$ cat src/rtl/cti_pkg.sv
package cti_pkg;
  // write target selection
  typedef enum logic [1:0] {
    SEL_RELOAD_LO = 2'd0,
    SEL_RELOAD_HI = 2'd1,
    SEL_CONTROL   = 2'd2,
    SEL_NONE      = 2'd3
  } cti_sel_e;

  // control byte bit positions
  localparam int unsigned CTL_REPEAT_BIT = 0;
  localparam int unsigned CTL_ENABLE_BIT = 1;

  // next state of the pending flag: expiry wins over every acknowledge
  function automatic logic cti_next_pend(input logic cur, input logic expire, input logic ack);
    if (expire)   return 1'b1;
    else if (ack) return 1'b0;
    else          return cur;
  endfunction
endpackage

$ cat src/rtl/cti_reload.sv
module cti_reload #(
  parameter int unsigned DATA_W = 8,
  parameter int unsigned LANES  = 2,
  localparam int unsigned VAL_W = DATA_W * LANES
) (
  input  logic               clk,
  input  logic               rst_n,
  input  logic [LANES-1:0]   lane_we,
  input  logic [DATA_W-1:0]  wdata,
  output logic [VAL_W-1:0]   reload
);
  for (genvar b = 0; b < LANES; b++) begin : g_lane
    logic [DATA_W-1:0] lane_q;
    always_ff @(posedge clk) begin
      if (!rst_n)          lane_q <= '0;
      else if (lane_we[b]) lane_q <= wdata;
    end
    assign reload[b*DATA_W +: DATA_W] = lane_q;
  end
endmodule

$ cat src/rtl/cti_core.sv
module cti_core #(
  parameter int unsigned CNT_W = 16
) (
  input  logic             clk,
  input  logic             rst_n,
  input  logic             master_en,
  input  logic             ctl_wr,
  input  logic             ctl_enable,
  input  logic             ctl_repeat,
  input  logic [CNT_W-1:0] reload,
  output logic [CNT_W-1:0] count,
  output logic             run,
  output logic             rep,
  output logic             expire
);
  function automatic logic [CNT_W-1:0] step_down(input logic [CNT_W-1:0] v);
    return v - {{(CNT_W-1){1'b0}}, 1'b1};
  endfunction

  logic at_zero;
  assign at_zero = (count == '0);
  assign expire  = master_en && !ctl_wr && run && at_zero;

  always_ff @(posedge clk) begin
    if (!rst_n) begin
      count <= '0;
      run   <= 1'b0;
      rep   <= 1'b0;
    end else if (!master_en) begin
      run <= 1'b0;
    end else if (ctl_wr) begin
      run <= ctl_enable;
      rep <= ctl_repeat;
      if (ctl_enable) count <= reload;
    end else if (run) begin
      if (at_zero) begin
        count <= reload;
        if (!rep) run <= 1'b0;
      end else begin
        count <= step_down(count);
      end
    end
  end
endmodule

$ cat src/rtl/cti_flag.sv
module cti_flag
  import cti_pkg::*;
(
  input  logic clk,
  input  logic rst_n,
  input  logic expire,
  input  logic ack,
  output logic pend
);
  always_ff @(posedge clk) begin
    if (!rst_n) pend <= 1'b0;
    else        pend <= cti_next_pend(pend, expire, ack);
  end
endmodule

$ cat src/rtl/cyc_timer_irq.sv
module cyc_timer_irq
  import cti_pkg::*;
#(
  parameter int unsigned DATA_W = 8,
  localparam int unsigned LANES = 2,
  localparam int unsigned CNT_W = DATA_W * LANES
) (
  input  logic              clk,
  input  logic              rst_n,
  input  logic              wr_en,
  input  logic [1:0]        wr_sel,
  input  logic [DATA_W-1:0] wr_data,
  input  logic              stat_rd,
  input  logic              io_master_en,
  output logic              irq,
  output logic              stat_timer
);
  // named internal events, visible to the bound checker
  logic             ctl_hit;
  logic             ctl_stop_ack;
  logic             any_ack;
  logic             expire_evt;
  logic [LANES-1:0] lane_we;
  logic [CNT_W-1:0] reload;
  logic [CNT_W-1:0] count;
  logic             run;
  logic             rep;
  logic             pend;

  assign ctl_hit      = wr_en && (wr_sel == SEL_CONTROL) && io_master_en;
  assign ctl_stop_ack = ctl_hit && !wr_data[CTL_ENABLE_BIT];
  assign any_ack      = stat_rd || ctl_stop_ack || !io_master_en;

  assign lane_we[0] = wr_en && (wr_sel == SEL_RELOAD_LO);
  assign lane_we[1] = wr_en && (wr_sel == SEL_RELOAD_HI);

  cti_reload #(.DATA_W(DATA_W), .LANES(LANES)) u_reload (
    .clk     (clk),
    .rst_n   (rst_n),
    .lane_we (lane_we),
    .wdata   (wr_data),
    .reload  (reload)
  );

  cti_core #(.CNT_W(CNT_W)) u_core (
    .clk        (clk),
    .rst_n      (rst_n),
    .master_en  (io_master_en),
    .ctl_wr     (ctl_hit),
    .ctl_enable (wr_data[CTL_ENABLE_BIT]),
    .ctl_repeat (wr_data[CTL_REPEAT_BIT]),
    .reload     (reload),
    .count      (count),
    .run        (run),
    .rep        (rep),
    .expire     (expire_evt)
  );

  cti_flag u_flag (
    .clk    (clk),
    .rst_n  (rst_n),
    .expire (expire_evt),
    .ack    (any_ack),
    .pend   (pend)
  );

  assign irq        = pend;
  assign stat_timer = pend;
endmodule

$ cat config.mk
export PLATFORM = sky130hd
export DESIGN_NAME = cyc_timer_irq
export DESIGN_NICKNAME = d
export VERILOG_FILES = /design/src/rtl/cti_pkg.sv /design/src/rtl/cti_reload.sv /design/src/rtl/cti_core.sv /design/src/rtl/cti_flag.sv /design/src/rtl/cyc_timer_irq.sv
export SDC_FILE = /design/constraint.sdc
export NUM_CORES = 1
export LEC_CHECK = 0
export ABC_AREA = 1
export BUFFER_PORTS_ARGS = -buffer_cell sky130_fd_sc_hd__buf_2
export CORE_MARGIN = 2
export CORE_UTILIZATION = 59
export DETAILED_ROUTE_END_ITERATION = 16
export GPL_TIMING_DRIVEN = 0
export PLACE_DENSITY = 0.79
export SYNTH_ARGS = -nofsm -noshare
export SYNTH_HDL_FRONTEND = slang
export SYNTH_SLANG_ARGS = --single-unit
export TNS_END_PERCENT = 30
$ cat constraint.sdc
create_clock -name clk -period 2.05 [get_ports clk]
set_clock_uncertainty 0.15 [all_clocks]
set_input_delay 0.1025 -clock clk [delete_from_list [all_inputs] [get_ports clk]]
set_output_delay 0.1025 -clock clk [all_outputs]
set_load 0.03 [all_outputs]
==> results.md, run 1 <==
* Outcome: finished clean
* First-pass GRT wire length at approximately 7.5 mm
* Std-Cell Rows at 21
* Clk buf depth at 2
* Routed WL at about 4.6 mm
* Starting Density at 0.602
* Root Buffer: clkbuf_4
* GRT Resource Usage Total at 0.274
* Max-slew violation count at 0
* Pin count of the biggest net entering global routing at 12
* DIE HEIGHT at 61.9 um
* FF+latch count, synth at 35
* Postcts setup bufs at 0
* CP required at between 2 and 2.5 ns
* Crit path from: wr_sel[1]
* Area Overhead vs Synth at 17.8%
* Critical path class: primary input to register
* Max Freq at between 500 and 600 MHz
* Number of max-cap violations at 0
* Vias in the first global route at between 1500 and 2000
* Final cell count without fillers at approximately 360
* TritonCTS clock tree: built
* Most common cell after layout, fill and taps aside: nand2_1
* Yosys top cell area share at 0.354
* Mean Syn Cell Area at between 7 and 8 sq um
* Wire length per cell at between 10 and 15 um
* Final setup fails at 0
* Worst R2R Setup Slack at 0.30 ns
* Dpl hpwl at about 3.3 mm
* Worst vdd ir at between 600 and 700 uV
* Via count at between 1500 and 2000
* Leading area contributor after synthesis: dfxtp_1
* RSZ-0062 raised after global routing: no
* Syn Inst Count at around 270
* PortBufs at 16
* Die Area at roughly 0.0038 sq mm
* Setup_tns at 0 ns
* Most frequent cells in the layout: nand2_1, dfxtp_1, inv_1
* Antenna-violating nets left at 0
* Min-delay src: wr_sel[0]
* Worst min-delay path class: primary input to register
* Gpl congestion at a little under 0.9
* Number of library cell types mapped by synthesis at 34
* Startpoint Class: primary input
* Crit path time final at 1.83 ns
* Seq/Total Area, Yosys at 0.354
* Diode count at 0
* Final hold vios at 0
* Worst hold margin at 0.0131 ns
* Slew headroom at 0.698
* Design Power at about 1.5 mW
* Clock latency on the worst-skew pair at approximately 0.36 ns
* Total gr overflow at 0
* Vias per inst at slightly above 5
* Asr flop ratio synth at 0
* Num ports at 17
* Yosys warnings at 0
* Syn Std Cell Area at 0.00198 sq mm
* Syn_nets at between 200 and 300
* Die width at 61.9 um
* Drt first pass iters at 4
* Number of flops mapped to enable cells by yosys at 0
* Leak at between 0.9 and 1 nW
* Pwr per Cell Area at ~640 mW/mm^2
* TritonCTS Buffers at 5
* Clk sinks at 35
* Worst path arrival time at ~1.9 ns
* Dominant synthesized flop cell: dfxtp_1
* Core area at about 0.0033 sq mm
* Clk slew on worst S/H paths at between 0.1 and 0.15 ns
* Share of layout cells above drive strength 1 at 0.213
* Crit path capture type: register
* Worst-margin pin slew at between 0.4 and 0.5 ns
* Reg2Reg Launch Point: u_core.count[0]
* CTS HTree Levels at 2
* Fin crit share at 0.893
* Initial antenna violation count at 0
* DRT iter0 DRCs at 108
* Synth area leaders: dfxtp_1, nand2_1, a21oi_1
* Nets at 326
* # DRC at 0
* Placed insts at approximately 330
* Crit path max fanout at 4
[power breakdown]
group | total (mW) | switching, mW | internal (mW) | leakage (nW)
clock network | 0.394 | 0.262 | 0.132 | 0.0282
registers | 0.716 | 0.0127 | 0.703 | 0.284
logic | 0.383 | 0.233 | 0.150 | 0.677
[synthesized netlist by cell type, types with 3 or more instances]
cell type / number
o21ai_2: 5
clkbuf_1: 3
dfxtp_1: 35
nand3b_1: 5
nand4_1: 4
nand2_1: 55
nand2_2: 3
nand3_1: 17
inv_1: 32
a21oi_2: 13
xor2_1: 4
nor2_1: 16
o21ai_0: 23
a21oi_1: 27
nor2_2: 5
[area by class of cell]
class / instances / area [sq um]
inverter: 35 / 139
clock inverter: 2 / 12.5
clock buffer: 6 / 41.3
tap: 46 / 57.6
timing repair buffer: 31 / 230
buffer: 10 / 82.6
sequential: 35 / 701
multi-input combinational: 191 / 1070
fill: 288 / 955
[registers in the layout (all words and copies together) (netlist names)]
signal / flops
u_core.run: 1
u_core.count: 16
u_flag.pend: 1
u_core.rep: 1
u_reload.g_lane.lane_q: 16
[worst max-delay path, stage by stage]
cell and delay [ns]:
dlygate4sd3_1 0.53, buf_2 0.17, nor3_4 0.26, inv_1 0.13, o21ai_0 0.15, dlygate4sd3_1 0.56
a21oi_1 0.04
[metal layers]
metal	global-route usage	vias up	share of wire
met3	0.0704	7	0.046
met4	0.0699	0	0.014
met2	0.477	44	0.49
li1	-	960	-
met5	0	-	0
met1	0.337	836	0.45
[per-stage QoR]
stage          setup WS [ns]   util  cell area (sq um)
4_1_cts               0.0587  0.706               2320
2_1_floorplan          0.498      -               1980
3_3_place_gp           0.321  0.644               2110
3_5_place_dp           0.317  0.644               2110
5_1_grt               0.0702  0.709               2330
6_report               0.220  0.709               2330
[path summary, 6_finish.rpt]
kind                                   to  depth (start not counted)
max          u_reload.g_lane[0].lane_q[5]                          7
min          u_reload.g_lane[0].lane_q[0]                          4
max reg2reg               u_core.count[5]                         10
min reg2reg  u_reload.g_lane[1].lane_q[0]                          2
[cell families (layout without fill, tap and decap cells)]
kind of cell	count (synthesis)	count (layout)	synth area share
and+or+nand+nor	114	114	0.287
DFF	35	35	0.354
AOI/OAI and AO/OA	71	71	0.216
adders and majority gates	2	2	0.0127
buffers and inverters	45	84	0.112
xor gates and xnor gates	4	4	0.0177
[timing repair]
action	in CTS	in global routing
hold buffers	15	0
hold endpoints to repair	21	0
resized for setup	0	2
endpoints found under the setup margin	0	1
(Power assumes the default switching activity.)
==> inputs of run 2 (changes only) <==
--- a/config.mk
+++ b/config.mk
@@ -8,10 +8,9 @@
 export ABC_AREA = 1
 export BUFFER_PORTS_ARGS = -buffer_cell sky130_fd_sc_hd__buf_2
 export CORE_MARGIN = 2
-export CORE_UTILIZATION = 59
+export CORE_UTILIZATION = 40
 export DETAILED_ROUTE_END_ITERATION = 16
 export GPL_TIMING_DRIVEN = 0
-export PLACE_DENSITY = 0.79
 export SYNTH_ARGS = -nofsm -noshare
 export SYNTH_HDL_FRONTEND = slang
 export SYNTH_SLANG_ARGS = --single-unit
==> run 2 against run 1 <==
Net effect:
- clock-buffer cell count increased by 2
- cell count increased by 5.9%
- register-to-register slack about the same
- clock power increased by 44%
- non-clock buffer count unchanged
- die area increased by 44%
- routed wire length increased by 1.2%
- sequential share of layout area decreased by 0.79 points
- power increased by 11%
- combinational power decreased by 1%
- flip-flop and latch count unchanged
- final area increased by 2.7%
- critical path type is now register to register
- critical endpoint is now u_core.count[6]
- highest routed layer unchanged
==> results.md, run 2 (same netlist as run 1, synthesis figures left out) <==
* Outcome: finished clean
* Drt first pass iters at 4
* Final hold vios at 0
* Crit path time final at roughly 1.7 ns
* Crit path max fanout at 10
* Dpl hpwl at 3.44 mm
* Via count at about 1800
* Combinational fraction of design power at 0.228
* Initial antenna violation count at 0
* Gpl congestion at ~0.88
* Pin count of the biggest net entering global routing at 11
* Most frequent cells in the layout: nand2_1, dfxtp_1, inv_1
* CTS HTree Levels at 2
* Register share of total power at 0.430
* Slew headroom at 0.667
* Root Buffer: clkbuf_8
* Worst-margin pin slew at between 0.4 and 0.5 ns
* Final setup fails at 0
* Starting Density at 0.416
* Pwr per Cell Area at 695 mW/mm^2
* Worst min-delay path class: primary input to register
* DRT iter0 DRCs at just over 100
* CP required at roughly 2.1 ns
* P_int at 1.16 mW
* TritonCTS clock tree: built
* Critical path class: register to register
* Diode count at 0
* Switching Share at 0.303
* DIE HEIGHT at approximately 74 um
* Total gr overflow at 0
* Vias in the first global route at 1733
* Share of layout cells above drive strength 1 at 0.213
* Crit path capture type: register
* Clk slew on worst S/H paths at 0.08 ns
* Worst path arrival time at 1.76 ns
* Die width at around 74 um
* Wire length per cell at approximately 12 um
* Leak at 1.01 nW
* Area Overhead vs Synth at 21.0%
* # DRC at 0
* Nets at between 300 and 400
* Postcts setup bufs at 0
* Worst hold margin at 0.0616 ns
* Antenna-violating nets left at 0
* Vias per inst at roughly 4.8
* Num ports at 17
* Die Area at ~0.0055 sq mm
* First-pass GRT wire length at slightly above 8 mm
* Clk buf depth at 2
* Power share of the clock group at 0.342
* Startpoint Class: register
* Core area at 0.00475 sq mm
* Most common cell after layout, fill and taps aside: nand2_1
* RSZ-0062 raised after global routing: no
* GRT Resource Usage Total at 0.201
* Post-DP Area at between 0.002 and 0.0025 sq mm
* Std-Cell Rows at 25
* FILL cells at ~500
* Setup_tns at 0 ns
* Max-slew violation count at 0
* Routed WL at approximately 4.7 mm
* Clock latency on the worst-skew pair at about 0.29 ns
* Switching power at approximately 0.5 mW
* Clk sinks at 35
* TritonCTS Buffers at 5
* Max Freq at 573 MHz
* Post-route cell area at 0.00239 sq mm
* Fin crit share at 0.852
* PortBufs at 16
* Number of max-cap violations at 0
* Biggest registers after layout: u_core.count (16), u_reload.g_lane.lane_q (16)
* Worst vdd ir at between 400 and 500 uV
[run 2: cell count changes in the layout (fill, tap and decap cells not counted), sizes merged]
| cell | delta |
|---|---|
| clkbuf | +2 |
| clkinv | -1 |
| clkinvlp | -1 |
[run 2: layer usage]
metal	track usage	wire length, um
met1	0.275	2290
met2	0.313	2160
met3	0.0407	153
met4	0.0774	58
met5	0	0
[run 2: cell type report]
type | count | area [sq um] | share of cell area
Sequential cell | 35 | 701 | 0.293
Inverter | 35 | 139 | 0.0581
Tap cell | 67 | 83.8 | 0.0350
Clock buffer | 8 | 100 | 0.0418
Buffer | 10 | 83.8 | 0.0350
Multi-Input combinational cell | 191 | 1050 | 0.441
Timing Repair Buffer | 31 | 230 | 0.0962
[run 2: critical path: stages (launching register included)]
cell and delay (ns):
dfxtp_1 0.33, inv_1 0.14, ha_1 0.19, nand2_1 0.07, nor2_2 0.15, nand2_4 0.11, nand2_8 0.10, buf_12 0.14
nand2_1 0.09, nand3_1 0.10, a21oi_1 0.06
[run 2: power by group through the flow]
stage	clock, mW	sequential, mW	combinational (mW)
finish	0.569	0.715	0.379
global placement	0	0.731	0.359
global route	0.611	0.718	0.427
CTS	0.587	0.715	0.381
floorplan	0	0.728	0.280
detailed placement	0	0.731	0.359
[run 2: path summary, 6_finish.rpt]
path	endpoint	start	cells after the start	slack, ns
max	u_core.count[6]	u_core.count[0]	10	0.30
min	u_reload.g_lane[0].lane_q[0]	wr_sel[0]	4	0.06
max reg2reg	u_core.count[6]	u_core.count[0]	10	0.30
min reg2reg	u_reload.g_lane[0].lane_q[6]	u_reload.g_lane[0].lane_q[6]	2	0.31
[run 2: timing repair]
action                                 CTS  global route
setup endpoints to repair                0             1
endpoints found under the hold margin   18             0
resized for setup                        0             2
hold buffers                            15             0
[run 2: per-stage QoR]
| stage | util | power [mW] | worst slack [ns] | instances |
|---|---|---|---|---|
| floorplan | - | 1.01 | 0.498 | 271 |
| detailed placement | 0.450 | 1.09 | 0.289 | 354 |
| CTS | 0.503 | 1.68 | 0.162 | 377 |
| global placement | 0.450 | 1.09 | 0.300 | 354 |
| global route | 0.503 | 1.76 | 0.136 | 377 |
| finish | 0.503 | 1.66 | 0.304 | 377 |
